## src/rtl/i2c_arb_pkg.sv

```systemverilog
package i2c_arb_pkg;

    localparam int REQ_START   = 0;
    localparam int REQ_RESTART = 1;
    localparam int REQ_STOP    = 2;
    localparam int REQ_ACK     = 3;

    function automatic logic bus_free_f(input logic start_seen, input logic stop_seen);
        return stop_seen | (~start_seen & ~stop_seen);
    endfunction

endpackage

```

## src/rtl/i2c_arb_sync.sv

```systemverilog
module i2c_arb_sync #(
    parameter int W      = 3,
    parameter int STAGES = 2
) (
    input  logic         clk,
    input  logic         rst_n,
    input  logic [W-1:0] d_in,
    output logic [W-1:0] d_out
);

    for (genvar b = 0; b < W; b++) begin : g_bit
        if (STAGES == 1) begin : g_one
            logic st_q;
            always_ff @(posedge clk or negedge rst_n) begin
                if (!rst_n) st_q <= 1'b1;
                else        st_q <= d_in[b];
            end
            assign d_out[b] = st_q;
        end else begin : g_many
            logic [STAGES-1:0] st_q;
            always_ff @(posedge clk or negedge rst_n) begin
                if (!rst_n) st_q <= '1;
                else        st_q <= {st_q[STAGES-2:0], d_in[b]};
            end
            assign d_out[b] = st_q[STAGES-1];
        end
    end

endmodule

```

## src/rtl/i2c_arb_cond.sv

```systemverilog
module i2c_arb_cond (
    input  logic clk,
    input  logic rst_n,
    input  logic scl_s,
    input  logic sda_s,
    output logic scl_high,
    output logic scl_fall,
    output logic start_det,
    output logic stop_det
);

    typedef struct packed {
        logic scl_p;
        logic sda_p;
    } cond_t;

    cond_t cur_q, cur_d;

    always_comb begin
        cur_d       = cur_q;
        cur_d.scl_p = scl_s;
        cur_d.sda_p = sda_s;
    end

    always_ff @(posedge clk or negedge rst_n) begin
        if (!rst_n) cur_q <= '{scl_p: 1'b1, sda_p: 1'b1};
        else        cur_q <= cur_d;
    end

    assign scl_high  = scl_s & cur_q.scl_p;
    assign scl_fall  = cur_q.scl_p & ~scl_s;
    assign start_det = scl_high & cur_q.sda_p & ~sda_s;
    assign stop_det  = scl_high & ~cur_q.sda_p & sda_s;

    AST_START_NEEDS_HIGH_SCL: assert property (@(posedge clk) disable iff (!rst_n)
        start_det |=> $past(scl_s) && $past(!sda_s));

endmodule

```

## src/rtl/i2c_arb_core.sv

```systemverilog
module i2c_arb_core
    import i2c_arb_pkg::*;
#(
    parameter int NREQ      = 4,
    parameter int DATA_BITS = 8,
    localparam int PW       = $clog2(DATA_BITS + 1)
) (
    input  logic            clk,
    input  logic            rst_n,
    input  logic            scl_high,
    input  logic            scl_fall,
    input  logic            sda_s,
    input  logic            rel_s,
    input  logic            start_det,
    input  logic            stop_det,
    input  logic [NREQ-1:0] req_set,
    input  logic [NREQ-1:0] req_done,
    input  logic            tx_write,
    input  logic            tx_done,
    input  logic            sleep_req,
    input  logic            idle_req,
    input  logic            stop_in_idle,
    output logic            release_o,
    output logic [NREQ-1:0] req_o,
    output logic            tx_full_o,
    output logic [PW-1:0]   ptr_o,
    output logic            lost_o,
    output logic            start_seen_o,
    output logic            stop_seen_o,
    output logic            bus_free_o,
    output logic            mst_irq_o,
    output logic            evt_irq_o
);

    typedef struct packed {
        logic [NREQ-1:0] req;
        logic            tx_full;
        logic [PW-1:0]   ptr;
        logic            released;
        logic            await_stop;
        logic            lost;
        logic            start_seen;
        logic            stop_seen;
        logic            mst_irq;
        logic            evt_irq;
    } core_t;

    localparam logic [PW-1:0] PTR_LOAD = PW'(DATA_BITS);

    core_t st_q, st_d;
    logic  halt;
    logic  pending;
    logic  coll;

    assign halt    = sleep_req | (idle_req & stop_in_idle);
    assign pending = (|st_q.req) | st_q.tx_full;
    assign coll    = ~halt & pending & scl_high & rel_s & ~sda_s;

    always_comb begin
        st_d         = st_q;
        st_d.mst_irq = 1'b0;
        st_d.evt_irq = 1'b0;
        if (halt) begin
            st_d.req      = '0;
            st_d.tx_full  = 1'b0;
            st_d.released = 1'b1;
        end else begin
            if (start_det) begin
                st_d.start_seen = 1'b1;
                st_d.stop_seen  = 1'b0;
                st_d.evt_irq    = 1'b1;
            end
            if (stop_det) begin
                st_d.start_seen = 1'b0;
                st_d.stop_seen  = 1'b1;
                st_d.evt_irq    = 1'b1;
                if (st_q.await_stop) begin
                    st_d.mst_irq    = 1'b1;
                    st_d.await_stop = 1'b0;
                end
            end
            if (scl_fall && st_q.tx_full && st_q.ptr != '0) begin
                st_d.ptr = st_q.ptr - 1'b1;
            end
            st_d.req = (st_q.req & ~req_done) | req_set;
            if (|req_set) begin
                st_d.released = 1'b0;
            end
            if (tx_done) begin
                st_d.tx_full = 1'b0;
            end
            if (tx_write) begin
                st_d.tx_full  = 1'b1;
                st_d.ptr      = PTR_LOAD;
                st_d.released = 1'b0;
                st_d.lost     = 1'b0;
            end
            if (coll) begin
                st_d.req        = '0;
                st_d.tx_full    = 1'b0;
                st_d.released   = 1'b1;
                st_d.lost       = 1'b1;
                st_d.await_stop = 1'b1;
                st_d.mst_irq    = 1'b1;
            end
        end
    end

    always_ff @(posedge clk or negedge rst_n) begin
        if (!rst_n) st_q <= '0;
        else        st_q <= st_d;
    end

    assign release_o    = st_q.released;
    assign req_o        = st_q.req;
    assign tx_full_o    = st_q.tx_full;
    assign ptr_o        = st_q.ptr;
    assign lost_o       = st_q.lost;
    assign start_seen_o = st_q.start_seen;
    assign stop_seen_o  = st_q.stop_seen;
    assign bus_free_o   = bus_free_f(st_q.start_seen, st_q.stop_seen);
    assign mst_irq_o    = st_q.mst_irq;
    assign evt_irq_o    = st_q.evt_irq;

    AST_COLL_ABORTS: assert property (@(posedge clk) disable iff (!rst_n)
        coll |=> st_q.req == '0 && !st_q.tx_full && st_q.released && st_q.lost);

    AST_HALT_ABORTS: assert property (@(posedge clk) disable iff (!rst_n)
        halt |=> st_q.req == '0 && !st_q.tx_full && st_q.released && !st_q.mst_irq);

    AST_SEEN_EXCLUSIVE: assert property (@(posedge clk) disable iff (!rst_n)
        !(st_q.start_seen && st_q.stop_seen));

    AST_WRITE_LOADS_PTR: assert property (@(posedge clk) disable iff (!rst_n)
        (tx_write && !halt && !coll) |=> st_q.tx_full && st_q.ptr == PTR_LOAD);

    AST_PTR_BOUND: assert property (@(posedge clk) disable iff (!rst_n)
        st_q.ptr <= PTR_LOAD);

    AST_IDLE_NO_LOSS: assert property (@(posedge clk) disable iff (!rst_n)
        (!pending && !tx_write) |=> !$rose(st_q.lost));

endmodule

```

## src/rtl/i2c_arb_guard.sv

```systemverilog
module i2c_arb_guard #(
    parameter int NREQ        = 4,
    parameter int DATA_BITS   = 8,
    parameter int SYNC_STAGES = 2,
    localparam int PTR_W      = $clog2(DATA_BITS + 1)
) (
    input  logic             clk,
    input  logic             rst_n,
    input  logic             scl_in,
    input  logic             sda_in,
    input  logic             mst_scl_rel,
    input  logic             mst_sda_rel,
    input  logic [NREQ-1:0]  req_set,
    input  logic [NREQ-1:0]  req_done,
    input  logic             tx_write,
    input  logic             tx_done,
    input  logic             sleep_req,
    input  logic             idle_req,
    input  logic             stop_in_idle,
    output logic             scl_out,
    output logic             sda_out,
    output logic [NREQ-1:0]  req_pend,
    output logic             tx_full,
    output logic [PTR_W-1:0] bit_ptr,
    output logic             arb_lost,
    output logic             start_seen,
    output logic             stop_seen,
    output logic             bus_free,
    output logic             mst_irq,
    output logic             evt_irq
);

    logic [2:0] raw_v;
    logic [2:0] syn_v;
    logic       scl_s, sda_s, rel_s;
    logic       scl_high, scl_fall, start_det, stop_det;
    logic       released;

    // The intent bit travels through the same chain as the lines so both stay aligned.
    assign raw_v = {mst_sda_rel, sda_in, scl_in};
    assign scl_s = syn_v[0];
    assign sda_s = syn_v[1];
    assign rel_s = syn_v[2];

    i2c_arb_sync #(
        .W      (3),
        .STAGES (SYNC_STAGES)
    ) u_sync (
        .clk   (clk),
        .rst_n (rst_n),
        .d_in  (raw_v),
        .d_out (syn_v)
    );

    i2c_arb_cond u_cond (
        .clk       (clk),
        .rst_n     (rst_n),
        .scl_s     (scl_s),
        .sda_s     (sda_s),
        .scl_high  (scl_high),
        .scl_fall  (scl_fall),
        .start_det (start_det),
        .stop_det  (stop_det)
    );

    i2c_arb_core #(
        .NREQ      (NREQ),
        .DATA_BITS (DATA_BITS)
    ) u_core (
        .clk          (clk),
        .rst_n        (rst_n),
        .scl_high     (scl_high),
        .scl_fall     (scl_fall),
        .sda_s        (sda_s),
        .rel_s        (rel_s),
        .start_det    (start_det),
        .stop_det     (stop_det),
        .req_set      (req_set),
        .req_done     (req_done),
        .tx_write     (tx_write),
        .tx_done      (tx_done),
        .sleep_req    (sleep_req),
        .idle_req     (idle_req),
        .stop_in_idle (stop_in_idle),
        .release_o    (released),
        .req_o        (req_pend),
        .tx_full_o    (tx_full),
        .ptr_o        (bit_ptr),
        .lost_o       (arb_lost),
        .start_seen_o (start_seen),
        .stop_seen_o  (stop_seen),
        .bus_free_o   (bus_free),
        .mst_irq_o    (mst_irq),
        .evt_irq_o    (evt_irq)
    );

    assign sda_out = mst_sda_rel | released;
    assign scl_out = mst_scl_rel | released;

endmodule

```

## config.mk

```make
export PLATFORM = sky130hd
export DESIGN_NAME = i2c_arb_guard
export DESIGN_NICKNAME = d
export VERILOG_FILES = /design/src/rtl/i2c_arb_pkg.sv /design/src/rtl/i2c_arb_sync.sv /design/src/rtl/i2c_arb_cond.sv /design/src/rtl/i2c_arb_core.sv /design/src/rtl/i2c_arb_guard.sv
export SDC_FILE = /design/constraint.sdc
export NUM_CORES = 1
export LEC_CHECK = 0
export ABC_AREA = 1
export BUFFER_PORTS_ARGS = -buffer_cell sky130_fd_sc_hd__clkbuf_2
export CORE_MARGIN = 1
export CORE_UTILIZATION = 25
export CTS_BUF_LIST = sky130_fd_sc_hd__clkbuf_8 sky130_fd_sc_hd__clkbuf_16
export CTS_CLUSTER_DIAMETER = 200
export CTS_CLUSTER_SIZE = 20
export DETAILED_ROUTE_END_ITERATION = 7
export GPL_ROUTABILITY_DRIVEN = 0
export PLACE_DENSITY = 0.49
export SLEW_MARGIN = 20
export SYNTH_ARGS = -nofsm -noshare
export SYNTH_HDL_FRONTEND = slang
export SYNTH_SLANG_ARGS = --single-unit
```

## constraint.sdc

```tcl
create_clock -name clk -period 1.5 [get_ports clk]
set_clock_uncertainty 0.1 [all_clocks]
set_input_delay 0.075 -clock clk [delete_from_list [all_inputs] [get_ports clk]]
set_output_delay 0.075 -clock clk [all_outputs]
set_load 0.03 [all_outputs]
```

==> results.txt, run 1 <==
- In the synthesized netlist, the cells that appear most often are 21 x nand2_1, 17 x nor2_1, 16 x dfrtp_1, 14 x inv_1.
* Number of core rows: 23
- Residual antenna-violating net count after detailed routing: 0
* R2R Path End: u_core.req_o[3]
* Post-CTS resize count: 0
* HP Start: req_done[0]
* Leading area contributor after synthesis: dfrtp_1
- Highest clock frequency the design can meet: 719 MHz
- From synthesis to final layout, the design area changed by 32.0%.
- Across the run, the number of max-cap violations was 0.
* Count of final setup violators: 0
- Ports: 36
- The die covers 4630 µm².
* Kind of start point of the critical path: flop
- Yosys synthesis warning count: 0
- Clock latency at the later pin of the worst-skew pair: 0.26 ns
* Vias in the first global route: 890
- Core Box Area: 4090 µm²
- Top FF cell, synth: dfrtp_1
* Fin crit period: 1.39 ns
* FFs w/ async S/R, synth: 1.00
- In this run, post-CTS hold repair placed 10 buffers.
- Setup total negative slack on the finished layout was measured at 0 ns.
- Vias: 873
* Width of the die: 68.1 µm
* Total power density per cell area: 1210 nW/µm²
- Yosys attributes the largest share of cell area to dfrtp_1 37%, dfstp_2 19%, nand2_1 7.2%.
* Post-route cell area: 1440 µm²
* Clk slew on worst S/H paths: 0.08 ns
- Counting distinct cell types in the post-synthesis netlist gives 19.
* Maximum net fanout on the critical path: 2
- Drt first pass iters: 4
- Entering global routing, the biggest net connects 25 pins.
* Cell area after placement: around 1300 µm²
- Cell with the most instances after synthesis: nand2_1
* Average cell area after synthesis: around 9.1 µm²
- CTS built an H-tree with a depth of 1.
- Post-CTS setup buffer count: 0
- The worst setup path is captured at a flop.
- Vertical die dimension: ~68 µm
* TritonCTS buffer count: 3
- Antenna diode count: 0
- Starting DRC count in detailed routing: 20
- Cells on Worst Hold Path: 4
* Detailed Place HPWL: 1.60 mm
* Relative slew slack: 0.602
* Worst Path Arrival: between 1 and 1.5 ns
- Of the post-synthesis cell area, the dominant cell type holds 0.367.
- Largest voltage drop on the vdd net: 0.000481 V
- Endpoint, Worst Hold: u_core.req_o[0]
- Beginning of the worst register-to-register path: u_core.req_o[3]
- Ratio of cells with drive above 1 in the final layout: 0.385
* Synth Instances: between 100 and 150
- GR Util All Layers: 0.111
- Internal reg-to-reg setup slack: 0.11 ns
- Summing every instance area after synthesis gives 1090 µm².
- Wire length of the first global-routing pass: ~3.8 mm
- For the worst setup path, the data required time is between 1.5 and 2 ns.
- The number of nets handed over by synthesis was 141.
- CTS placed an instance of clkbuf_8 at the clock tree root.
- Starting density of the core: 0.267
- Synthesis inferred 24 register bits.
- The critical path in this run is classified as flop to flop.
- In this run, synthesis inferred 0 flip-flops with an integrated enable.
* Final worst-path cycle share: 0.927
* Drt via density: slightly above 4
- The final hold violation count is 0.
* Total Routed Length: 2.16 mm
- For the pin with the worst max-slew slack, the measured transition is roughly 0.60 ns.
* Leakage power: 0.000768 µW
- Logic depth of the worst register-to-register path: 5
- In the routed design, unresolved DRC markers number 0.
* Wire per inst: around 10 µm
- The share of the Yosys chip area taken by registers is 0.560.
- Summed over all layers, the global routing overflow is 0.
- TritonCTS clock tree: built
* Buffers from clock root to sink, at most: 2
- Setup repair after global routing left no endpoint under its margin.
* Number of antenna violations at the first check in global routing: 0
- Fin. max-slew vios: 0
- The path class of the tightest hold or removal check is input port to flop.
- Number of I/O port buffers: 35
- The tree built by TritonCTS fans out to 24 sinks.
* Outcome: finished, final reports clean
- The final layout contains 183 nets.
==> flip-flops by register name, summed over array words and instances (netlist names) <==
signal	flops
u_sync.g_bit.g_many.st_q	6
u_core.ptr_o	4
u_core.req_o	4
u_cond.cur_q	2
u_core.evt_irq_o	1
u_core.lost_o	1
u_core.mst_irq_o	1
u_core.release_o	1
u_core.st_q	1
u_core.start_seen_o	1
u_core.stop_seen_o	1
u_core.tx_full_o	1
==> routing by layer <==
layer / share of wire / vias to the layer above / GRT usage / wire length (µm)
li1: - / 440 / - / -
met5: 0 / - / 0 / 0
met4: 0.0093 / 0 / 0.0391 / 20
met1: 0.44 / 394 / 0.135 / 960
met3: 0.080 / 2 / 0.0250 / 173
met2: 0.46 / 37 / 0.190 / 1000
==> layout by cell type, fill, tap and decap left out, types with 3 or more instances in the layout <==
master	n
dlygate4sd3_1	10
clkbuf_2	35
clkbuf_8	3
nand2_2	5
dfstp_2	8
a21oi_1	5
nand2_1	21
dfrtp_1	16
nor2_1	17
or2_2	3
nand3_1	8
inv_1	14
==> stage by stage <==
stage | hold slack [ns] | instances | power, µW | setup WS [ns] | utilization
4_1_cts | 0.0000417 | 211 | 1780 | 0.132 | 0.352
6_report | 0.00936 | 211 | 1750 | 0.110 | 0.352
3_5_place_dp | 0.0157 | 197 | 1190 | 0.162 | 0.310
5_1_grt | 0.0411 | 211 | 1860 | 0.0230 | 0.352
3_3_place_gp | 0.00378 | 197 | 1180 | 0.185 | 0.310
2_1_floorplan | -0.321 | 120 | 1090 | 0.301 | -
==> power by group <==
part | total [µW] | internal, µW | switching (µW)
Combinational | 416 | 149 | 267
Sequential | 775 | 721 | 54.2
Clock | 556 | 356 | 200
==> area by class of cell <==
cell class	count	area [µm²]
Clock buffer	3	41.3
Tap cell	50	62.6
Multi-Input combinational cell	71	352
Inverter	17	68.8
Clock inverter	1	30.0
Fill cell	438	2650
Timing Repair Buffer	45	275
Sequential cell	24	611
==> worst max-delay path, cell delays in order (launching register included) <==
cell	delay, ns
dfrtp_1	0.38
inv_1	0.08
nor2_1	0.05
nor2_1	0.08
dlygate4sd3_1	0.55
nor2_1	0.05
==> worst max-delay path by stage <==
stage	start	end	slack, ns	cells after the start
after floorplan	u_core.tx_full_o	u_core.ptr_o[2]	0.30	5
after global placement	u_sync.g_bit[0].g_many.st_q[1]	u_core.tx_full_o	0.19	5
after detailed placement	u_sync.g_bit[0].g_many.st_q[1]	u_core.req_o[0]	0.16	5
after CTS	u_core.req_o[3]	u_core.req_o[3]	0.13	5
after global routing	u_core.req_o[3]	u_core.req_o[3]	0.02	5
final	u_core.req_o[3]	u_core.req_o[3]	0.11	5
==> kinds of logic (layout without fill, tap and decap cells) <==
group / after synthesis / in the layout / synth area share
AOI/OAI and AO/OA: 7 / 7 / 0.0321
and+or+nand+nor: 61 / 61 / 0.259
adders and majority gates: 2 / 2 / 0.0229
buffers and inverters: 25 / 66 / 0.118
DFF: 24 / 24 / 0.560
xor gates and xnor gates: 1 / 1 / 0.00803
Note: power is estimated with default switching activity, not from simulation.
==> run 2, diff against run 1 <==
--- a/config.mk
+++ b/config.mk
@@ -18,4 +18,5 @@
 export SLEW_MARGIN = 20
 export SYNTH_ARGS = -nofsm -noshare
 export SYNTH_HDL_FRONTEND = slang
+export SYNTH_HIERARCHICAL = 1
 export SYNTH_SLANG_ARGS = --single-unit
==> run 2 against run 1 <==
Compared with the run above:
- first-iteration DRC count fell by 15%
- synthesized cell count increased by 6.7%
- clock power barely moved
- register-to-register slack is essentially flat
- routed wire length up 0.51%
- global-route usage fell by 1.3 points
- utilization decreased by 1.8 points
- cell area grew 2.6%
- non-clock buffer count is 2 lower
- critical path type unchanged
- highest routed layer unchanged
==> results.txt, run 2 <==
* Final worst-path cycle share: 0.919
- Antenna diode count: 0
* Total instance count after detailed placement: between 200 and 250
- STA classifies the critical path endpoint as a flop.
- Min-Delay Path Class: input port to flop
* Transition time of the tightest slew-check pin: between 0.5 and 0.6 ns
- Setup TNS after final layout: 0 ns
- Number of remaining DRC errors: 0
* Worst Path Arrival: 1.43 ns
- Width of the die: 70.4 µm
* Drt via density: approximately 4.1
- The register with the most flip-flops in the final layout is u_sync/g_bit.g_many.st_q.
- Of the post-synthesis cell area, the dominant cell type holds 0.343.
- The analysis attributes to cell leakage a power of 0.000813 µW.
* Core Box Area: ~4400 µm²
* Ports: 36
- Number of core rows: 24
- The average instance in the mapped netlist occupies 9.13 µm².
* Total power density per cell area: roughly 1200 nW/µm²
- Counting every net in the synthesized netlist gives between 100 and 150.
* Post-synthesis compound-gate area fraction: 0.0364
* Launching instance or port of the critical path: u_sync/g_bit[0].g_many.st_q[1]
* Detailed Place HPWL: 1.68 mm
* Relative slew slack: 0.607
* Mux cell area share after synthesis: 0
* Worst setup slack after placement: 0.127 ns
* Global route overflow: 0
- The worst setup path is launched from a flop.
* TritonCTS clock tree: built
* Highest clock frequency the design can meet: 725 MHz
- Maximum net fanout on the critical path: 5
- Setup repair after global routing left no endpoint under its margin.
- Simple-gate share of the synthesized area: 0.267
- The worst register-to-register path begins at u_sync/g_bit[0].g_many.st_q[1].
- In this run, CTS created clock tree buffers numbering 3.
- In this run, synthesis inferred 0 flip-flops with an integrated enable.
* Max FFs per register: 6
* Vias: 893
- Yosys reg bits: 24
* Largest voltage drop on the vdd net: roughly 0.00034 V
- The run finished with clean final reports.
- The commonest cells after synthesis are 26 x nand2_1, 18 x inv_1, 16 x dfrtp_1, 11 x buf_4, 9 x nor2_1.
- Internal reg-to-reg setup slack: about 0.12 ns
- Vias in the first global route: 918
- Ratio of cells with drive above 1 in the final layout: 0.396
- Vertical die dimension: around 70 µm
- For this run, the number of Yosys warnings is 6.
- Leading area contributor after synthesis: dfrtp_1
- Fin. max-slew vios: 0
- After layout, the worst setup slack is 0.121 ns.
- Top FF cell, synth: dfrtp_1
* R2R Path End: u_core/req_o[0]
* Starting DRC count in detailed routing: 17
- Hold is met by 0.0123 ns.
* Critical path capture point: u_core/req_o[0]
- The number of cells on the worst reg-to-reg path is 7.
- For the worst setup path, the data required time is 1.55 ns.
- In the synthesized netlist the async set-or-reset flop fraction comes to 1.00.
- Wire per inst: 10.0 µm
- In the post-synthesis netlist, the cell with the most instances is nand2_1.
- Clock latency on the worst-skew pair, taken at its later pin, is between 0.2 and 0.3 ns.
- The critical path in this run is classified as flop to flop.
* Number of maximum-capacitance constraint violations: 0
- Number of antenna violations at the first check in global routing: 0
- Leaving out fill and tap cells, the most frequent cell in the layout is clkbuf_2.
- Wire length of the first global-routing pass: 3.87 mm
* Clock root buffer master: clkbuf_8
* Syn Std Cell Area: between 1000 and 1500 µm²
* Fin crit period: approximately 1.4 ns
* Post-CTS resize count: 0
* Drt first pass iters: 4
* Highest-count cells in the layout ignoring fill and taps: 35 x clkbuf_2, 26 x nand2_1, 18 x inv_1, 16 x dfrtp_1, 9 x nor2_1
- Starting density of the core: 0.265
* Synth Instances: 128
- From synthesis to final layout, the design area changed by 26.4%.
* Number of I/O port buffers: 35
* Cells taking the most area after synthesis: dfrtp_1 34%, dfstp_2 18%, nand2_1 8.4%
* Sequential element share of the synthesized area: 0.522
- Net count reported at finish: 186
- CTS built an H-tree with a depth of 1.
- Xor/xnor cell area share of the yosys netlist: 0.00749
- The clock drives 24 sinks.
- Adder and majority gate portion of the synthesized area: 0.0214
- Final hold vios: 0
- Clk slew on worst S/H paths: 0.08 ns
- After synthesis, the largest family of logic cells by area is simple AND/OR/NAND/NOR gates.
* Pin count of the biggest net entering global routing: 25
- In this run the post-CTS setup repair buffer count came out at 0.
- The filler cells instantiated in the layout total between 400 and 500.
- GR Util All Layers: 0.0974
- For this block, the routed nets add up to 2.17 mm of wire.
* Number of cells in the finished layout apart from fillers: roughly 220
- The die covers 4950 µm².
- Number of distinct library cell variants in the gate-level netlist after synthesis: 22
- The clock passes through at most 2 buffers.
- Residual antenna-violating net count after detailed routing: 0
- Count of final setup violators: 0
## run 2: cell count changes after synthesis, sizes merged, moves of 2 or more
cell | before | now
nand2 | 26 | 33
nand3 | 10 | 8
or2 | 3 | 0
inv | 16 | 22
nor2 | 19 | 15
buf | 8 | 11
## run 2: layout make-up
class / count / area, µm² / area share
tap: 52 / 65.1 / 0.0440
clock inverter: 1 / 30.0 / 0.0203
inverter: 22 / 87.6 / 0.0593
multi-input combinational: 71 / 388 / 0.262
clock buffer: 3 / 41.3 / 0.0279
timing repair buffer: 43 / 255 / 0.173
sequential: 24 / 611 / 0.413
## run 2: how the worst min path moves through the flow
stage	startpoint	to	slack (ns)	cells past startpoint
2_1_floorplan	rst_n	u_core/evt_irq_o	-0.32	0
3_3_place_gp	rst_n	u_core/req_o[2]	0.007	1
3_5_place_dp	rst_n	u_core/release_o	0.01	1
4_1_cts	req_done[3]	u_core/req_o[3]	0.008	4
5_1_grt	req_done[3]	u_core/req_o[3]	0.02	4
6_report	req_done[3]	u_core/req_o[3]	0.01	4
## run 2: where the power goes
group / internal, µW / switching (µW) / total [µW]
Combinational: 162 / 300 / 462
Clock: 356 / 200 / 556
Sequential: 728 / 62.4 / 790
Total: 1250 / 562 / 1810
## run 2: metal layers
| layer | share of wire | wire (µm) | track usage |
|---|---|---|---|
| met3 | 0.046 | 99 | 0.0216 |
| met5 | 0 | 0 | 0 |
| met2 | 0.51 | 1110 | 0.179 |
| met4 | 0.0055 | 12 | 0.0333 |
| met1 | 0.44 | 948 | 0.109 |
## run 2: cell families after synthesis
family / after synthesis
simple gates: 60
buf+inv: 33
fa+ha+maj: 2
xor+xnor: 1
flops: 24
compound gates: 8
## run 2: repair_timing
item	4_1_cts	5_1_grt
endpoints found under the setup margin	0	0
hold endpoints to repair	23	0
hold buffers	8	0
## run 2: critical path: stages (launching register included)
cell and delay (ns):
dfstp_2 0.55, nand2_1 0.09, inv_1 0.07, nand3b_1 0.11, nor2_4 0.12, nand2_4 0.08, nand2_4 0.11, nor2_2 0.04
## run 2: metrics by stage
step / total power, µW / utilization / cell area, µm²
2_1_floorplan: 1160 / - / 1170
3_3_place_gp: 1240 / 0.300 / 1330
3_5_place_dp: 1250 / 0.300 / 1330
4_1_cts: 1830 / 0.335 / 1480
5_1_grt: 1920 / 0.335 / 1480
6_report: 1810 / 0.335 / 1480
